===== src/rtl/smb_rdbyte_host.sv =====
module smb_rdbyte_host #(
  parameter int CLK_DIV = 125
) (
  input  logic       clk,
  input  logic       rst_n,
  input  logic [2:0] reg_addr,
  input  logic       reg_wr,
  input  logic [7:0] reg_wdata,
  output logic [7:0] reg_rdata,
  output logic       scl_oe,
  output logic       sda_oe,
  input  logic       sda_in
);

  localparam int DW = (CLK_DIV > 1) ? $clog2(CLK_DIV) : 1;
  localparam logic [DW-1:0] DIV_LAST = DW'(CLK_DIV - 1);
  localparam logic [2:0] A_STAT = 3'd0;
  localparam logic [2:0] A_CTL  = 3'd2;
  localparam logic [2:0] A_CMD  = 3'd3;
  localparam logic [2:0] A_TGT  = 3'd4;
  localparam logic [2:0] A_DAT  = 3'd5;
  localparam logic [2:0] PROTO_RD_BYTE = 3'd2;

  typedef enum logic [2:0] {
    S_IDLE, S_START, S_ADDRW, S_CMD, S_RSTART, S_ADDRR, S_READ, S_STOP
  } seq_t;

  seq_t          st;
  logic [1:0]    ph;
  logic [3:0]    bitn;
  logic [7:0]    sh, rx;
  logic          fail, sda_low;
  logic [DW-1:0] div_cnt;
  logic [7:0]    ctl_q, cmd_q, tgt_q, dat_q;
  logic [2:1]    flg;

  logic busy, tick, byte_st, ack_st, last_bit, tx_bit;
  logic wr_ctl, stat_wr, go_req, go_ok, go_bad, finish;

  assign busy     = (st != S_IDLE);
  assign tick     = busy && (div_cnt == DIV_LAST);
  assign ack_st   = (st == S_ADDRW) || (st == S_CMD) || (st == S_ADDRR);
  assign byte_st  = ack_st || (st == S_READ);
  assign last_bit = (bitn == 4'd8);
  assign tx_bit   = (st == S_READ) || last_bit || sh[7];
  assign wr_ctl   = reg_wr && (reg_addr == A_CTL);
  assign stat_wr  = reg_wr && (reg_addr == A_STAT);
  assign go_req   = wr_ctl && reg_wdata[6] && !busy;
  assign go_ok    = go_req && (reg_wdata[4:2] == PROTO_RD_BYTE);
  assign go_bad   = go_req && (reg_wdata[4:2] != PROTO_RD_BYTE);
  assign finish   = tick && (ph == 2'd3) && (st == S_STOP);

  assign scl_oe = busy && (st != S_START) && !ph[1];
  assign sda_oe = sda_low;

  always_ff @(posedge clk or negedge rst_n) begin
    if (!rst_n)                div_cnt <= '0;
    else if (!busy || tick)    div_cnt <= '0;
    else                       div_cnt <= div_cnt + DW'(1);
  end

  always_ff @(posedge clk or negedge rst_n) begin
    if (!rst_n) begin
      st      <= S_IDLE;
      ph      <= 2'd0;
      bitn    <= 4'd0;
      sh      <= 8'd0;
      rx      <= 8'd0;
      fail    <= 1'b0;
      sda_low <= 1'b0;
    end else if (go_ok) begin
      st      <= S_START;
      ph      <= 2'd0;
      bitn    <= 4'd0;
      fail    <= 1'b0;
      sda_low <= 1'b0;
    end else if (tick) begin
      ph <= ph + 2'd1;
      case (ph)
        2'd0: begin
          if (st == S_STOP)                          sda_low <= 1'b1;
          else if (st == S_START || st == S_RSTART)  sda_low <= 1'b0;
          else                                       sda_low <= !tx_bit;
        end
        2'd2: begin
          if (st == S_START || st == S_RSTART) sda_low <= 1'b1;
          else if (st == S_STOP)               sda_low <= 1'b0;
          if (st == S_READ && !last_bit) rx <= {rx[6:0], sda_in};
          if (ack_st && last_bit && sda_in) fail <= 1'b1;
        end
        2'd3: begin
          case (st)
            S_START: begin
              st   <= S_ADDRW;
              bitn <= 4'd0;
              sh   <= {tgt_q[7:1], 1'b0};
            end
            S_RSTART: begin
              st   <= S_ADDRR;
              bitn <= 4'd0;
              sh   <= {tgt_q[7:1], 1'b1};
            end
            S_STOP: st <= S_IDLE;
            S_IDLE: st <= S_IDLE;
            default: begin
              if (!last_bit) begin
                bitn <= bitn + 4'd1;
                sh   <= {sh[6:0], 1'b0};
              end else begin
                bitn <= 4'd0;
                case (st)
                  S_ADDRW: begin
                    st <= fail ? S_STOP : S_CMD;
                    sh <= cmd_q;
                  end
                  S_CMD:   st <= fail ? S_STOP : S_RSTART;
                  S_ADDRR: st <= fail ? S_STOP : S_READ;
                  default: st <= S_STOP;
                endcase
              end
            end
          endcase
        end
        default: ;
      endcase
    end
  end

  always_ff @(posedge clk or negedge rst_n) begin
    if (!rst_n) begin
      ctl_q <= 8'd0;
      cmd_q <= 8'd0;
      tgt_q <= 8'd0;
      dat_q <= 8'd0;
      flg   <= 2'b00;
    end else begin
      if (wr_ctl && !busy)                  ctl_q <= reg_wdata & 8'hBF;
      if (reg_wr && reg_addr == A_CMD)      cmd_q <= reg_wdata;
      if (reg_wr && reg_addr == A_TGT)      tgt_q <= reg_wdata;
      if (finish && !fail)                  dat_q <= rx;
      else if (reg_wr && reg_addr == A_DAT) dat_q <= reg_wdata;
      if (stat_wr)                          flg <= flg & ~reg_wdata[2:1];
      if (finish && !fail)                  flg[1] <= 1'b1;
      if ((finish && fail) || go_bad)       flg[2] <= 1'b1;
    end
  end

  always_comb begin
    case (reg_addr)
      A_STAT:  reg_rdata = {5'b00000, flg, busy};
      A_CTL:   reg_rdata = ctl_q;
      A_CMD:   reg_rdata = cmd_q;
      A_TGT:   reg_rdata = tgt_q;
      A_DAT:   reg_rdata = dat_q;
      default: reg_rdata = 8'd0;
    endcase
  end

  p_idle_release_r9: assert property (@(posedge clk) disable iff (!rst_n)
    !busy |-> (!scl_oe && !sda_oe));

  p_end_flag_r2: assert property (@(posedge clk) disable iff (!rst_n)
    $fell(busy) |-> (flg[1] || flg[2]));

  p_done_idle_r4: assert property (@(posedge clk) disable iff (!rst_n)
    $rose(flg[1]) |-> !busy);

  p_clear_r3: assert property (@(posedge clk) disable iff (!rst_n)
    (stat_wr && reg_wdata[1] && !(finish && !fail)) |=> !flg[1]);

  p_ctl_hold_r8: assert property (@(posedge clk) disable iff (!rst_n)
    (busy && wr_ctl) |=> ($stable(ctl_q) && busy));

  p_bad_proto_r7: assert property (@(posedge clk) disable iff (!rst_n)
    go_bad |=> (!busy && flg[2] && !scl_oe && !sda_oe));

  p_sda_stable_r6: assert property (@(posedge clk) disable iff (!rst_n)
    (byte_st && $past(byte_st) && !scl_oe && !$past(scl_oe)) |-> $stable(sda_oe));

endmodule


===== config.mk =====
export PLATFORM = sky130hd
export DESIGN_NAME = smb_rdbyte_host
export DESIGN_NICKNAME = d
export VERILOG_FILES = /design/src/rtl/smb_rdbyte_host.sv
export SDC_FILE = /design/constraint.sdc
export NUM_CORES = 1
export LEC_CHECK = 0
export ABC_AREA = 1
export CORE_UTILIZATION = 50
export CTS_CLUSTER_SIZE = 30
export DETAILED_ROUTE_END_ITERATION = 16
export PLACE_DENSITY = 0.69
export SLEW_MARGIN = 10
export SYNTH_ARGS = -nofsm -noshare
export SYNTH_HDL_FRONTEND = slang
export SYNTH_SLANG_ARGS = --single-unit

===== constraint.sdc =====
create_clock -name clk -period 4.2 [get_ports clk]
set_input_delay 0.63 -clock clk [delete_from_list [all_inputs] [get_ports clk]]
set_output_delay 0.63 -clock clk [all_outputs]
set_load 0.02 [all_outputs]

==> impl_metrics.env <==
export IMPL_postCtsSetupBuffers=0
export IMPL_cp_end_kind="output port"
export IMPL_final_max_slew_viol_count=0
export IMPL_postCtsResizedCells=0
export IMPL_min_path_type="in -> async"
export IMPL_drt_iter0_drc=157
export IMPL_ir_drop_uv=188
export IMPL_rsz0062_at_grt="false"
export IMPL_cts_root_buffer="clkbuf_8"
export IMPL_drive_gt1_share_pct=10.3
export IMPL_seqCellArea_um2=1680
export IMPL_timing_rr_start="bitn[0]"
export IMPL_syn_nets=505
export IMPL_mappedNetlistArea_um2=3710
export IMPL_setup_worst_path_start="reg_addr[2]"
export IMPL_finalCritPeriodShare_pct=73.5
export IMPL_insertion_delay_ns=0.35
export IMPL_ys_ff_latch=67
export IMPL_dp_hpwl_um=6170
export IMPL_powerDensity_nw_per_um2=354
export IMPL_cts_tree="built"
export IMPL_slew_headroom_pct=37.8
export IMPL_synth_edf_count=0
export IMPL_fin_nets=531
export IMPL_p_leak_nw=2.09
export IMPL_port_buffers=24
export IMPL_viasPerCell=5.14
export IMPL_synth_compound_area_share_pct=9.84
export IMPL_multiInputGateArea_um2=1750
export IMPL_finalSetupViolCount=0
export IMPL_max_freq_mhz=324
export IMPL_synth_xor_area_share_pct=0.472
export IMPL_slowest_stage="clkdlybuf4s50_1"
export IMPL_slowest_delay_ns=0.55
export IMPL_syn_avg_cell_area_um2=7.69
export IMPL_finClkSkew_ns=0.0104
export IMPL_clock_sinks=67
export IMPL_dieArea_um2=7770
export IMPL_cts_htree_levels=3
export IMPL_synth_fa_ha_area_share_pct=2.36
export IMPL_reg2reg_depth=6
export IMPL_path_clk_slew_ns=0.08
export IMPL_die_y_um=88.2
export IMPL_syn_to_final_growth_pct=14.0
export IMPL_vias=3153
export IMPL_finalPower_mw=1.50
export IMPL_cp_data_arrival_time_ns=2.46
export IMPL_worstPathCellList="clkdlybuf4s50_1, inv_1, nand3_1, inv_1, nand2_1, nand2_1, a21oi_1, nand3_1, clkdlybuf4s50_1"
export IMPL_worstSetupEndpoint="reg_rdata[1]"
export IMPL_cap_violations=0
export IMPL_synthArstFlopShare_pct=100
export IMPL_ioPinCount=25
export IMPL_num_rows=31
export IMPL_crit_family="buffers and inverters"
export IMPL_synthCells=483
export IMPL_crit_fanout=6
export IMPL_ys_types=37
export IMPL_yosysSeqAreaShare_pct=45.2
export IMPL_cts_buffers=9
export IMPL_die_w_um=88.2
export IMPL_status="finished, final reports clean"
export IMPL_cp_required_ns=3.57
export IMPL_grt_max_degree=43
export IMPL_wl_per_cell_um=13.7
export IMPL_fin_ws_ns=1.11
export IMPL_start_util_pct=51.5
export IMPL_globalplace_congestion=0.917
export IMPL_dp_slack_ns=1.12
export IMPL_worst_pin_slew_ns=0.934
export IMPL_crit_buf_inv=4
export IMPL_cp_depth=9
export IMPL_antenna_left=0
export IMPL_r2r_setup_slack_ns=1.95
export IMPL_ys_warn_count=0
export IMPL_critPathKind="in -> out"
export IMPL_hold_viol_final=0
export IMPL_grtUsageTotal_pct=24.2
export IMPL_drc_errors=0
export IMPL_grt_antenna_before_repair=0
export IMPL_firstDrtPassIters=5
export IMPL_fin_crit_ns=3.09
export IMPL_drt_total_wl_um=8410
export IMPL_worst_setup_path_start_kind="primary input"
export IMPL_r2r_end="rx[3]"
export IMPL_clk_path_buf_depth=2
export IMPL_synth_main_ff_cell="dfrtp_1"
export IMPL_synth_mux_area_share_pct=0
export IMPL_fill_cells=681
export IMPL_tns_ns=0
export IMPL_hold_buffers=0
export IMPL_grt_pass1_vias=2921
export IMPL_synth_top_family_by_area="simple AND/OR/NAND/NOR gates"
export IMPL_yosys_area_share_simple_pct=34.6
export IMPL_overflow=0
export IMPL_grt_pass1_wl_um=14100
export IMPL_core_area_um2=7210
export IMPL_antenna_cells=0
==> cell families (layout without fill, tap and decap cells) <==
family                   Yosys count  count (layout)
XOR/XNOR                           2               2
adder cells (fa/ha/maj)            7               7
AND/OR/NAND/NOR                  281             281
buffers and inverters             65              96
flip-flops                        67              67
AO/OA/AOI/OAI                     61              61
==> cell usage in the layout, fill, tap and decap left out, drive strengths merged <==
cell type / count
bufinv: 2
clkdlybuf4s50: 23
o211ai: 3
dfrtp: 67
ha: 7
nand3b: 1
nand3: 51
nor3: 6
and3: 1
o21ai: 48
clkbuf: 11
nor3b: 2
nand2: 184
nor4: 1
a21oi: 3
xnor2: 1
a31oi: 2
or2: 1
clkinv: 6
a21boi: 1
buf: 2
nand4: 3
a22oi: 1
inv: 52
xor2: 1
o2111ai: 3
nor2: 31
==> per-layer routing <==
metal	track usage (%)	vias up	share of wire, %
met4	10.1	0	2.2
met2	39.7	71	47
met5	0	-	0
li1	-	1603	-
met1	31.9	1465	47
met3	3.86	14	3.6
==> final cells by class <==
class	instances	share of cell area, %
multi-input combinational	351	41.4
sequential	67	39.6
timing repair buffer	25	5.73
inverter	55	4.94
clock buffer	11	3.58
tap	99	2.93
clock inverter	5	1.77
==> how the worst min path moves through the flow <==
stage | endpoint | startpoint | cells after the start
3_5_place_dp | ctl_q[1] | ctl_q[1] | 2
3_3_place_gp | rx[7] | rx[6] | 2
6_report | div_cnt[5] | rst_n | 1
4_1_cts | ph[0] | rst_n | 1
2_1_floorplan | bitn[0] | rst_n | 0
5_1_grt | ctl_q[4] | ctl_q[4] | 2
==> power by group <==
part | switching (mW) | internal, mW | leakage (nW) | total (mW)
Clock | 0.252 | 0.364 | 0.119 | 0.615
Sequential | 0.0412 | 0.693 | 0.849 | 0.734
Combinational | 0.0880 | 0.0612 | 1.12 | 0.149
==> state kept, by name (all words and copies together), names as in the netlist <==
register	count
cmd_q	8
dat_q	8
rx	8
sh	8
tgt_q	8
ctl_q	7
div_cnt	7
bitn	4
st	3
flg	2
ph	2
fail	1
sda_oe	1
==> Yosys cell counts (4+ instances only) <==
library cell / n / area [µm²]
buf_2: 4 / 20.0
buf_6: 4 / 45.0
dfrtp_1: 67 / 1680
ha_1: 7 / 87.6
inv_1: 49 / 184
nand2_1: 177 / 664
nand2_2: 4 / 25.0
nand3_1: 48 / 240
nor2_1: 24 / 90.1
nor2_4: 7 / 78.8
nor3_1: 4 / 20.0
o21ai_0: 35 / 175
o21ai_1: 4 / 20.0
o21ai_2: 9 / 78.8
==> per-stage QoR <==
step                cells  utilization, %  instance area [µm²]  hold slack (ns)
floorplan             483               -                 3710            0.334
global placement      597            55.5                 4010            0.460
detailed placement    597            55.5                 4010            0.470
CTS                   613            58.7                 4230            0.457
global route          613            58.7                 4230            0.506
finish                613            58.7                 4230            0.413
Power figures use the tool's default switching activity.
